**config.mk**
```make
export PLATFORM = sky130hd
export DESIGN_NAME = ptp_ns_timer
export DESIGN_NICKNAME = d
export VERILOG_FILES = /design/src/rtl/ptp_ns_timer_pkg.sv /design/src/rtl/ptp_ns_timer_dp.sv /design/src/rtl/ptp_ns_timer_ctrl.sv /design/src/rtl/ptp_ns_timer.sv
export SDC_FILE = /design/constraint.sdc
export NUM_CORES = 1
export LEC_CHECK = 0
export ABC_AREA = 1
export BUFFER_PORTS_ARGS = -buffer_cell sky130_fd_sc_hd__buf_2
export CELL_PAD_IN_SITES_DETAIL_PLACEMENT = 1
export CELL_PAD_IN_SITES_GLOBAL_PLACEMENT = 1
export CORE_MARGIN = 1.5
export CORE_UTILIZATION = 48
export DETAILED_ROUTE_END_ITERATION = 10
export HOLD_SLACK_MARGIN = 0.1
export PLACE_DENSITY = 0.95
export SKIP_CTS_REPAIR_TIMING = 1
export SYNTH_ARGS = -nofsm -noshare
export SYNTH_HDL_FRONTEND = slang
export SYNTH_SLANG_ARGS = --single-unit
export TNS_END_PERCENT = 50
```
**constraint.sdc**
```tcl
create_clock -name clk -period 19.6 [get_ports clk]
set_input_delay 3.92 -clock clk [delete_from_list [all_inputs] [get_ports clk]]
set_output_delay 3.92 -clock clk [all_outputs]
set_load 0.005 [all_outputs]
```
**src/rtl/ptp_ns_timer_pkg.sv**
```systemverilog
package ptp_ns_timer_pkg;
  localparam int ADDR_W = 3;

  localparam logic [ADDR_W-1:0] A_CTRL   = 3'd0;
  localparam logic [ADDR_W-1:0] A_TIME   = 3'd1;
  localparam logic [ADDR_W-1:0] A_OFFSET = 3'd2;
  localparam logic [ADDR_W-1:0] A_CORR   = 3'd3;
  localparam logic [ADDR_W-1:0] A_STEP   = 3'd4;
  localparam logic [ADDR_W-1:0] A_STAT   = 3'd5;

  localparam int B_RUN      = 0;
  localparam int B_OFF_ARM  = 2;
  localparam int B_OFF_RST  = 3;
  localparam int B_EVT_IRQ  = 4;
  localparam int B_SEC_WRAP = 5;
  localparam int B_CAPTURE  = 11;
  localparam int B_EVT      = 15;
  localparam int CORR_LSB   = 8;

  typedef struct packed {
    logic countEn;
    logic offArm;
    logic secWrap;
    logic capReq;
    logic loadTime;
  } strb_t;
endpackage

```
**src/rtl/ptp_ns_timer_dp.sv**
```systemverilog
module ptp_ns_timer_dp
  import ptp_ns_timer_pkg::*;
#(
  parameter int TIME_W  = 32,
  parameter int INC_W   = 7,
  parameter int CORR_W  = 32,
  parameter int WRAP_NS = 1_000_000_000
) (
  input  logic              clk,
  input  logic              rstN,
  input  strb_t             strb,
  input  logic [TIME_W-1:0] loadVal,
  input  logic [TIME_W-1:0] offsetVal,
  input  logic [CORR_W-1:0] corrPeriod,
  input  logic [INC_W-1:0]  incNom,
  input  logic [INC_W-1:0]  incCorr,
  output logic              hitOffset,
  output logic              hitWrap,
  output logic [TIME_W-1:0] snapshot
);
  localparam logic [TIME_W:0]   WRAP_WIDE = (TIME_W+1)'(WRAP_NS);
  localparam logic [TIME_W-1:0] WRAP_T    = TIME_W'(WRAP_NS);

  logic [TIME_W-1:0] cnt;
  logic [CORR_W-1:0] corrCnt;
  logic              useCorr;
  logic [INC_W-1:0]  stepInc;
  logic [TIME_W:0]   sumWide;
  logic [TIME_W-1:0] sumLo;

  always_comb begin
    useCorr   = (corrPeriod != '0) && (corrCnt >= corrPeriod - CORR_W'(1));
    stepInc   = useCorr ? incCorr : incNom;
    sumLo     = cnt + TIME_W'(stepInc);
    sumWide   = {1'b0, cnt} + (TIME_W+1)'(stepInc);
    hitOffset = strb.countEn && strb.offArm && !strb.loadTime &&
                (cnt < offsetVal) && (sumWide >= {1'b0, offsetVal});
    hitWrap   = strb.countEn && strb.secWrap && !strb.loadTime && !hitOffset &&
                (sumWide >= WRAP_WIDE);
  end

  always_ff @(posedge clk) begin
    if (!rstN) begin
      cnt      <= '0;
      corrCnt  <= '0;
      snapshot <= '0;
    end else begin
      if (strb.loadTime)      cnt <= loadVal;
      else if (hitOffset)     cnt <= '0;
      else if (hitWrap)       cnt <= sumLo - WRAP_T;
      else if (strb.countEn)  cnt <= sumLo;

      if (strb.countEn) begin
        if (useCorr || corrPeriod == '0) corrCnt <= '0;
        else                             corrCnt <= corrCnt + CORR_W'(1);
      end

      if (strb.capReq) snapshot <= cnt;
    end
  end

  // a stopped counter keeps its value unless loaded
  p_hold_when_stopped_r4: assert property (@(posedge clk) disable iff (!rstN)
    (!strb.countEn && !strb.loadTime) |=> $stable(cnt));

  // with rollover on, a count below one second stays below it
  p_below_second_r7: assert property (@(posedge clk) disable iff (!rstN)
    (strb.countEn && strb.secWrap && !strb.loadTime && ({1'b0, cnt} < WRAP_WIDE))
      |=> ({1'b0, cnt} < WRAP_WIDE));

  // a load wins over everything else
  p_load_wins_r11: assert property (@(posedge clk) disable iff (!rstN)
    strb.loadTime |=> (cnt == $past(loadVal)));

  // snapshot takes the count of the request cycle
  p_capture_value_r6: assert property (@(posedge clk) disable iff (!rstN)
    strb.capReq |=> (snapshot == $past(cnt)));
endmodule

```
**src/rtl/ptp_ns_timer_ctrl.sv**
```systemverilog
module ptp_ns_timer_ctrl
  import ptp_ns_timer_pkg::*;
#(
  parameter int TIME_W = 32,
  parameter int INC_W  = 7,
  parameter int CORR_W = 32,
  parameter int DATA_W = 32
) (
  input  logic              clk,
  input  logic              rstN,
  input  logic              wrEn,
  input  logic [ADDR_W-1:0] addr,
  input  logic [DATA_W-1:0] wrData,
  output logic [DATA_W-1:0] rdData,
  output logic              irq,
  output strb_t             strb,
  output logic [TIME_W-1:0] loadVal,
  output logic [TIME_W-1:0] offsetVal,
  output logic [CORR_W-1:0] corrPeriod,
  output logic [INC_W-1:0]  incNom,
  output logic [INC_W-1:0]  incCorr,
  input  logic              hitOffset,
  input  logic              hitWrap,
  input  logic [TIME_W-1:0] snapshot
);
  logic runBit, offArmBit, offRstBit, evtIrqBit, secWrapBit, capBit, evtBit;
  logic wrCtrl, wrStat;

  assign wrCtrl = wrEn && (addr == A_CTRL);
  assign wrStat = wrEn && (addr == A_STAT);

  always_comb begin
    strb.countEn  = runBit;
    strb.offArm   = offArmBit && offRstBit;
    strb.secWrap  = secWrapBit;
    strb.capReq   = capBit;
    strb.loadTime = wrEn && (addr == A_TIME);
    loadVal       = wrData[TIME_W-1:0];
    irq           = evtBit && evtIrqBit;
  end

  always_ff @(posedge clk) begin
    if (!rstN) begin
      runBit <= 1'b0; offArmBit <= 1'b0; offRstBit <= 1'b0;
      evtIrqBit <= 1'b0; secWrapBit <= 1'b0; capBit <= 1'b0;
      evtBit <= 1'b0;
      offsetVal <= '0; corrPeriod <= '0; incNom <= '0; incCorr <= '0;
    end else begin
      capBit <= wrCtrl && wrData[B_CAPTURE];
      if (wrCtrl) begin
        runBit     <= wrData[B_RUN];
        offArmBit  <= wrData[B_OFF_ARM];
        offRstBit  <= wrData[B_OFF_RST];
        evtIrqBit  <= wrData[B_EVT_IRQ];
        secWrapBit <= wrData[B_SEC_WRAP];
      end else if (hitOffset) begin
        offArmBit  <= 1'b0;
      end
      if (hitOffset || hitWrap)          evtBit <= 1'b1;
      else if (wrStat && wrData[B_EVT])  evtBit <= 1'b0;
      if (wrEn && addr == A_OFFSET) offsetVal  <= wrData[TIME_W-1:0];
      if (wrEn && addr == A_CORR)   corrPeriod <= wrData[CORR_W-1:0];
      if (wrEn && addr == A_STEP) begin
        incNom  <= wrData[INC_W-1:0];
        incCorr <= wrData[CORR_LSB +: INC_W];
      end
    end
  end

  always_comb begin
    rdData = '0;
    case (addr)
      A_CTRL: begin
        rdData[B_RUN]      = runBit;
        rdData[B_OFF_ARM]  = offArmBit;
        rdData[B_OFF_RST]  = offRstBit;
        rdData[B_EVT_IRQ]  = evtIrqBit;
        rdData[B_SEC_WRAP] = secWrapBit;
        rdData[B_CAPTURE]  = capBit;
      end
      A_TIME:   rdData[TIME_W-1:0] = snapshot;
      A_OFFSET: rdData[TIME_W-1:0] = offsetVal;
      A_CORR:   rdData[CORR_W-1:0] = corrPeriod;
      A_STEP: begin
        rdData[INC_W-1:0]       = incNom;
        rdData[CORR_LSB +: INC_W] = incCorr;
      end
      A_STAT:   rdData[B_EVT] = evtBit;
      default:  rdData = '0;
    endcase
  end

  // the capture request lasts a single clock
  p_capture_selfclear_r6: assert property (@(posedge clk) disable iff (!rstN)
    (capBit && !(wrCtrl && wrData[B_CAPTURE])) |=> !capBit);

  // the event bit only drops on a write of 1
  p_event_sticky_r10: assert property (@(posedge clk) disable iff (!rstN)
    (evtBit && !(wrStat && wrData[B_EVT])) |=> evtBit);

  // an early restart disarms itself
  p_restart_disarm_r9: assert property (@(posedge clk) disable iff (!rstN)
    (hitOffset && !wrCtrl) |=> (!offArmBit && evtBit));
endmodule

```
**src/rtl/ptp_ns_timer.sv**
```systemverilog
module ptp_ns_timer
  import ptp_ns_timer_pkg::*;
#(
  parameter int TIME_W  = 32,
  parameter int INC_W   = 7,
  parameter int CORR_W  = 32,
  parameter int DATA_W  = 32,
  parameter int WRAP_NS = 1_000_000_000
) (
  input  logic              clk,
  input  logic              rstN,
  input  logic              wrEn,
  input  logic [ADDR_W-1:0] addr,
  input  logic [DATA_W-1:0] wrData,
  output logic [DATA_W-1:0] rdData,
  output logic              irq
);
  strb_t             strb;
  logic [TIME_W-1:0] loadVal, offsetVal, snapshot;
  logic [CORR_W-1:0] corrPeriod;
  logic [INC_W-1:0]  incNom, incCorr;
  logic              hitOffset, hitWrap;

  ptp_ns_timer_ctrl #(
    .TIME_W(TIME_W), .INC_W(INC_W), .CORR_W(CORR_W), .DATA_W(DATA_W)
  ) ctrl_i (
    .clk(clk), .rstN(rstN), .wrEn(wrEn), .addr(addr), .wrData(wrData),
    .rdData(rdData), .irq(irq), .strb(strb), .loadVal(loadVal),
    .offsetVal(offsetVal), .corrPeriod(corrPeriod), .incNom(incNom),
    .incCorr(incCorr), .hitOffset(hitOffset), .hitWrap(hitWrap),
    .snapshot(snapshot)
  );

  ptp_ns_timer_dp #(
    .TIME_W(TIME_W), .INC_W(INC_W), .CORR_W(CORR_W), .WRAP_NS(WRAP_NS)
  ) dp_i (
    .clk(clk), .rstN(rstN), .strb(strb), .loadVal(loadVal),
    .offsetVal(offsetVal), .corrPeriod(corrPeriod), .incNom(incNom),
    .incCorr(incCorr), .hitOffset(hitOffset), .hitWrap(hitWrap),
    .snapshot(snapshot)
  );
endmodule

```
-- Word level (Yosys, flattened, before mapping)
Cells that the tools add are included.
- memory bits (writable): 0
- ROM bits: 0
- word-level logic and storage cells: 77
- memories: 0
- latch bits: 0
- register bits: 181
- input bits: 38
- output and inout bits: 33
- order comparisons: 4
- reductions and logical operators: 29
- equal/unequal tests: 5
- bitwise logic cells: 0
- divide/modulo/power cells: 0
- multipliers: 0
- muxes and demuxes: 20
- add/subtract/negate cells: 5
- shifts and indexed selects: 0
- operator list (kind ; number):
    $mux 32 ; 5
    $pmux 16 s3 ; 1
    $add 32x7->33 ; 1
    $ge 33x30->1 const B ; 1
    $ge 33x32->1 ; 1
    $add 32x1->32 const B ; 1
    $add 32x7->32 ; 1
    $ge 32x32->1 ; 1
    $logic_not 32->1 ; 1
    $lt 32x32->1 ; 1
    $reduce_bool 32->1 ; 1
    $sub 32x1->32 const B ; 1
    $sub 32x30->32 const B ; 1
    $pmux 3 s4 ; 2
    $pmux 4 s5 ; 1
    $logic_and 1x1->1 ; 19
    $pmux 1 s4 ; 3
    $pmux 1 s5 ; 2
    $mux 7 ; 1
    $eq 3x2->1 const B ; 2
    $eq 3x3->1 const B ; 2
    $mux 1 ; 4
    $reduce_bool 2->1 ; 2
    $reduce_bool 4->1 ; 1
    5 further kinds ; 7

-- Longest topological paths before layout
- depth after elaboration: 13
- gate-level depth with buffers: 57

-- Cells and area by module
Synthesis repeated with hierarchy kept, for this count alone.
- cell total of the unflattened synthesis: 2373
- area total of the unflattened synthesis: 14656.6 sq um
- modules (own cells, without submodules) (module ; times used ; cells each ; area each (sq um) ; seq. area each (sq um)):
    ptp_ns_timer_dp ; 1 ; 1601 ; 9902.0 ; 1921.8
    ptp_ns_timer_ctrl ; 1 ; 772 ; 4754.6 ; 1701.6

-- Least setup slack after synthesis
OpenSTA, ideal clock, no wires.
- kind: input-to-output
- start: in addr[1]
- end: out rdData[15]
- cell stages on the path: 7
- arrival time: 5.005 ns
- slack: 10.675 ns
- buffers on the path: 1
- required time: 15.680 ns
- cells stage by stage: inv_1 > nor2_1 > inv_1 > nor2_1 > clkinv_1 > clkbuf_1 > o2111ai_1
- longest elaborated chain between the ends: 2
- RTL lines (what ; line ; source):
    start, declared ; ptp_ns_timer.sv:13 ; input logic [ADDR_W-1:0] addr,
    $eq 3x3->1, or another cell as far along ; ptp_ns_timer_ctrl.sv:72 ; case (addr)
    $pmux 1 s4 (*) ; ptp_ns_timer_ctrl.sv:72 ;
    end, declared ; ptp_ns_timer.sv:15 ; output logic [DATA_W-1:0] rdData,
Every way passes the cells marked *; elsewhere a longest branch is shown, timed or not.

-- Worst setup path in the final report
- start: reg ctrl_i.corrPeriod[0]
- end: reg dp_i.cnt[7]
- longest elaborated chain between the ends: 13
- RTL lines (what ; line ; source):
    start, declared ; ptp_ns_timer_ctrl.sv:19 ; output logic [CORR_W-1:0] corrPeriod,
    start signal, assigned ; ptp_ns_timer_ctrl.sv:62 ; if (wrEn && addr == A_CORR) corrPeriod <= wrData[CORR_W-1:0];
    $sub 32x1->32 ; ptp_ns_timer_dp.sv:32 ; useCorr = (corrPeriod != '0) && (corrCnt >= corrPeriod - CORR_W'(1));
    $ge 32x32->1 ; ptp_ns_timer_dp.sv:32 ;
    $logic_and 1x1->1 (*) ; ptp_ns_timer_dp.sv:32 ;
    $mux 7 (*) ; ptp_ns_timer_dp.sv:33 ; stepInc = useCorr ? incCorr : incNom;
    $add 32x7->33 ; ptp_ns_timer_dp.sv:35 ; sumWide = {1'b0, cnt} + (TIME_W+1)'(stepInc);
    $ge 33x32->1 ; ptp_ns_timer_dp.sv:37 ; (cnt < offsetVal) && (sumWide >= {1'b0, offsetVal});
    $logic_and 1x1->1 ; ptp_ns_timer_dp.sv:37 ;
    $logic_not 1->1 ; ptp_ns_timer_dp.sv:38 ; hitWrap = strb.countEn && strb.secWrap && !strb.loadTime && !hitOffset &&
    $logic_and 1x1->1 (2 in series) ; ptp_ns_timer_dp.sv:38 ;
    $mux 32 ; ptp_ns_timer_dp.sv:50 ; else if (hitWrap) cnt <= sumLo - WRAP_T;
    $mux 32 ; ptp_ns_timer_dp.sv:49 ; else if (hitOffset) cnt <= '0;
    $mux 32 ; ptp_ns_timer_dp.sv:48 ; if (strb.loadTime) cnt <= loadVal;
    end signal, assigned ; ptp_ns_timer_dp.sv:48 ;
    end signal, assigned ; ptp_ns_timer_dp.sv:50 ;
    end signal, assigned ; ptp_ns_timer_dp.sv:51 ; else if (strb.countEn) cnt <= sumLo;
    end, declared ; ptp_ns_timer_dp.sv:24 ; logic [TIME_W-1:0] cnt;
Every way passes the cells marked *; elsewhere a longest branch is shown, timed or not. The select of a mux whose other input is x is not followed.
A chain may end at the register's enable or synchronous reset.

==> summary by stage <==
Floorplan
The initial standard-cell utilization of the core is 49.1%. The floorplan has 60 rows. The horizontal extent of the die is 169 µm. The region available for standard cell placement spans roughly 27,000 µm².

The die is 169 µm tall. 71 I/O pins were placed. The floorplan step defined a die boundary enclosing 28,700 µm².

STA
Clock skew on the completed layout was measured at between 0.01 and 0.015 ns. The smallest hold slack is 0.519 ns. The worst path needs 11.32 ns of the cycle, external delays included.

Measured against its own limit, the worst slew margin works out to 11.0%. Based on the critical path, the design can be clocked at up to 0.0883 GHz. The final period utilization is 57.8%. Once routing completed, OpenROAD measured the worst setup slack at roughly 8.3 ns.

The count of final hold-check violations is 0. The total setup violations reported at the end of the flow is 0. The number of pins exceeding their max-slew limit in the final report is 0.

The setup TNS after final layout is 0 ns. Setup repair after global routing left no endpoint under its margin. At the pin with the least slew margin, the transition time is approximately 1.3 ns.

Finish
The layout overhead on the synthesized area is 8.70%. The number of antenna diodes in the final layout is 0. The most frequent standard cell in the layout excluding fill and tap cells is sky130_fd_sc_hd__nand2_1. Of the cells placed in the final design, the portion with a size suffix greater than 1 is 7.59%. Cells fill 53.4% of the core in the end.

Excluding fillers, the count of instances in the completed layout stands at approximately 2,500. The library cells used most frequently in the layout, excluding fill and tap cells, are 430 x sky130_fd_sc_hd__nand2_1, 271 x sky130_fd_sc_hd__inv_1, 206 x sky130_fd_sc_hd__o21ai_0, 199 x sky130_fd_sc_hd__nor2_1, 192 x sky130_fd_sc_hd__a21oi_1. The net count of the finished layout is ~2,200.

Synth
The proportion of synthesized flip-flops having asynchronous set or reset is 0%. Counting every instance in the synthesized netlist gives 2,073. In the synthesized netlist the dominant register cell turns out to be sky130_fd_sc_hd__dfxtp_1.

By area the synthesized netlist is led by sky130_fd_sc_hd__dfxtp_1 27%, sky130_fd_sc_hd__nand2_1 12%, sky130_fd_sc_hd__ha_1 10%. The post-synth net total is ~2,200. The area share of the largest cell type after synthesis is around 27%. The mean instance size in the synthesized netlist is 6.41 µm². In this run, synthesis produced a sequential element count of 181. The post-synthesis cell type count is 47. Yosys printed 0 warnings.

The synthesized design contains 0 enable-type register cells. The cell taking the most area after synthesis is sky130_fd_sc_hd__dfxtp_1. After synthesis the cells add up to 13,300 µm².

The share of the Yosys chip area taken by registers is 27.3%.

Job
Max-cap violations in this run came to 0.

Min path
In this run the worst hold path is classified as reg2reg.

Worst setup path
The cell with the biggest individual delay on the critical path is sky130_fd_sc_hd__nand2_2. For the worst setup path, the data required time is 19.88 ns. The cell repeated most along the worst path is sky130_fd_sc_hd__nand2_1. The kind of start point of the critical path is a register. The capturing element type of the critical path is a register. The data arrival at the endpoint of the critical path is 11.60 ns.

The largest incremental delay on the critical path is 0.92 ns. The category of the most critical setup path is reg2reg. The top fanout value on the critical path is 64.

Detailed routing
The average wire per cell in the routed design is 23.8 µm. The detailed router finished its first iteration with ~1,800 violations. After detailed routing, the number of remaining DRC violations is 0. The detail route stage leaves a number of antenna-violating nets equal to 0. The via count is about 16,000. The number of search-and-repair iterations in the first detailed-routing pass is 6. The wire length after detailed routing is 58,200 µm. The number of vias per cell after detailed routing is between 6 and 7.

CTS
The cell sitting at the root of the clock tree is a sky130_fd_sc_hd__clkbuf_16. At the later pin of the worst-skew pair, clock insertion delay measures 0.46 ns. The maximum buffer depth of the clock tree is 2. The total clock sinks is ~180. The TritonCTS clock tree is yes.

The level count of the clock H-tree is 4. The post-CTS clock slew at the launch and capture registers of the worst setup and hold paths is 0.08 ns. The number of buffers created by CTS is 17.

Global routing
The via count of the first global-routing pass is 16,000. The first global-routing pass estimated 90,100 µm of wire. The largest net degree at the start of global routing is 142.

The overall global routing resource usage is 40.7%. Summed over all layers, the global routing overflow is 0. The initial antenna violation count came to 2.

Power and ir drop
In this run switching power makes up 35.8% of total power. Summed over all cells, the static leakage comes to 6.77 nW. The proportion of power drawn by combinational gates is 22.8%.

The internal portion of the total power is 0.636 mW. The clock network is responsible for 37.2% of the overall power. The peak supply drop is 0.0000527 V. For this design the ratio of total power to cell area is about 70 nW/µm².

Summed over all nets, the switching power comes to 0.355 mW. The relative contribution of sequential cells to total power is 40.0%.

Outcome
The flow ran to the end, and the final reports show no timing, DRC or antenna violations.

Place
The pre-CTS worst setup slack is 9.28 ns. The HPWL after detailed placement is 42,000 µm. In this run, placement finished with an instance count of 2,418.

The routability congestion estimate is around 0.96. During placement, the flow inserted port buffers numbering 70.
==> power groups by stage <==
stage                     clock network (mW)  registers [mW]  logic, mW
after floorplan                            0           0.395      0.141
after global placement                     0           0.401      0.193
after detailed placement                   0           0.402      0.206
after CTS                              0.367           0.394      0.217
after global routing                   0.382           0.396      0.243
final                                  0.369           0.396      0.226
==> synthesized netlist by cell type (3+ instances only) <==
master	count
sky130_fd_sc_hd__nor2_1	201
sky130_fd_sc_hd__clkbuf_1	63
sky130_fd_sc_hd__o2111ai_1	3
sky130_fd_sc_hd__nor2_2	8
sky130_fd_sc_hd__o21ai_0	206
sky130_fd_sc_hd__o221ai_1	7
sky130_fd_sc_hd__nor2_4	4
sky130_fd_sc_hd__nand2_1	432
sky130_fd_sc_hd__o22ai_1	15
sky130_fd_sc_hd__inv_2	12
sky130_fd_sc_hd__nor3_2	4
sky130_fd_sc_hd__inv_1	271
sky130_fd_sc_hd__a21oi_1	192
sky130_fd_sc_hd__a31oi_1	14
sky130_fd_sc_hd__nor3b_1	5
sky130_fd_sc_hd__nand4_1	34
sky130_fd_sc_hd__nand2_2	10
sky130_fd_sc_hd__nand3_1	147
sky130_fd_sc_hd__nand3b_1	8
sky130_fd_sc_hd__a221o_1	5
sky130_fd_sc_hd__nor4_1	8
sky130_fd_sc_hd__xnor2_1	8
sky130_fd_sc_hd__a211oi_1	4
sky130_fd_sc_hd__ha_1	106
sky130_fd_sc_hd__a22oi_1	11
sky130_fd_sc_hd__buf_2	7
sky130_fd_sc_hd__nor3_1	30
sky130_fd_sc_hd__dfxtp_1	181
sky130_fd_sc_hd__a221oi_1	6
sky130_fd_sc_hd__xor2_1	43
sky130_fd_sc_hd__nand3_2	4
==> worst paths after layout <==
kind / from / endpoint / slack [ns] / cells past startpoint
min: ctrl_i.evtIrqBit / ctrl_i.evtIrqBit / 0.52 / 2
min reg2reg: ctrl_i.evtIrqBit / ctrl_i.evtIrqBit / 0.52 / 2
max reg2reg: ctrl_i.corrPeriod[0] / dp_i.cnt[7] / 8.28 / 50
max: ctrl_i.corrPeriod[0] / dp_i.cnt[7] / 8.28 / 50
==> logic make-up (layout without fill, tap and decap cells) <==
group	Yosys count	count (layout)	share of synthesized area, %
xor gates and xnor gates	51	51	3.36
buffers and inverters	357	393	10.3
AOI/OAI and AO/OA	473	473	19.2
adders and majority gates	107	107	10.1
DFF	181	181	27.3
and+or+nand+nor	904	904	29.7
==> per-layer routing <==
metal / vias to the layer above / global-route usage [%] / share of wire, %
met5: - / 0 / 0.038
met4: 4 / 23.0 / 5.6
met3: 244 / 8.84 / 9.7
met2: 977 / 65.8 / 45
met1: 7614 / 50.3 / 40
li1: 6929 / - / -
==> sequential cells by signal, summed over array words and instances, names as in the netlist <==
signal and cells:
dp_i.snapshot 32, ctrl_i.runBit 1, dp_i.cnt 32, ctrl_i.offsetVal 32
ctrl_i.evtIrqBit 1, ctrl_i.incCorr 7, dp_i.corrCnt 32, ctrl_i.offRstBit 1
ctrl_i.secWrapBit 1, ctrl_i.capBit 1, ctrl_i.offArmBit 1, ctrl_i.incNom 7
ctrl_i.evtBit 1, ctrl_i.corrPeriod 32
==> layout make-up <==
cell class,count,area (µm²)
fillers,3688,12600
clock inverters,13,158
well taps,341,427
inverters,285,1070
multi-input cells,1535,8310
clock buffers,19,453
repair buffers,76,398
flip-flops and latches,181,3620
==> critical path: cells and delay by family, from the launching register on <==
| family | cells | cell delay [ns] |
|---|---|---|
| adders and majority gates | 4 | 1.39 |
| and+or+nand+nor | 34 | 7.46 |
| xor gates and xnor gates | 1 | 0.20 |
| DFF | 1 | 0.30 |
| buffers and inverters | 6 | 0.63 |
| AOI/OAI and AO/OA | 5 | 1.13 |
==> per-stage QoR <==
stage	power, mW	instance area (µm²)
after floorplan	0.536	13300
after global placement	0.595	13800
after detailed placement	0.608	13800
after CTS	0.978	14400
after global routing	1.02	14400
final	0.990	14400
(Power assumes the default switching activity.)
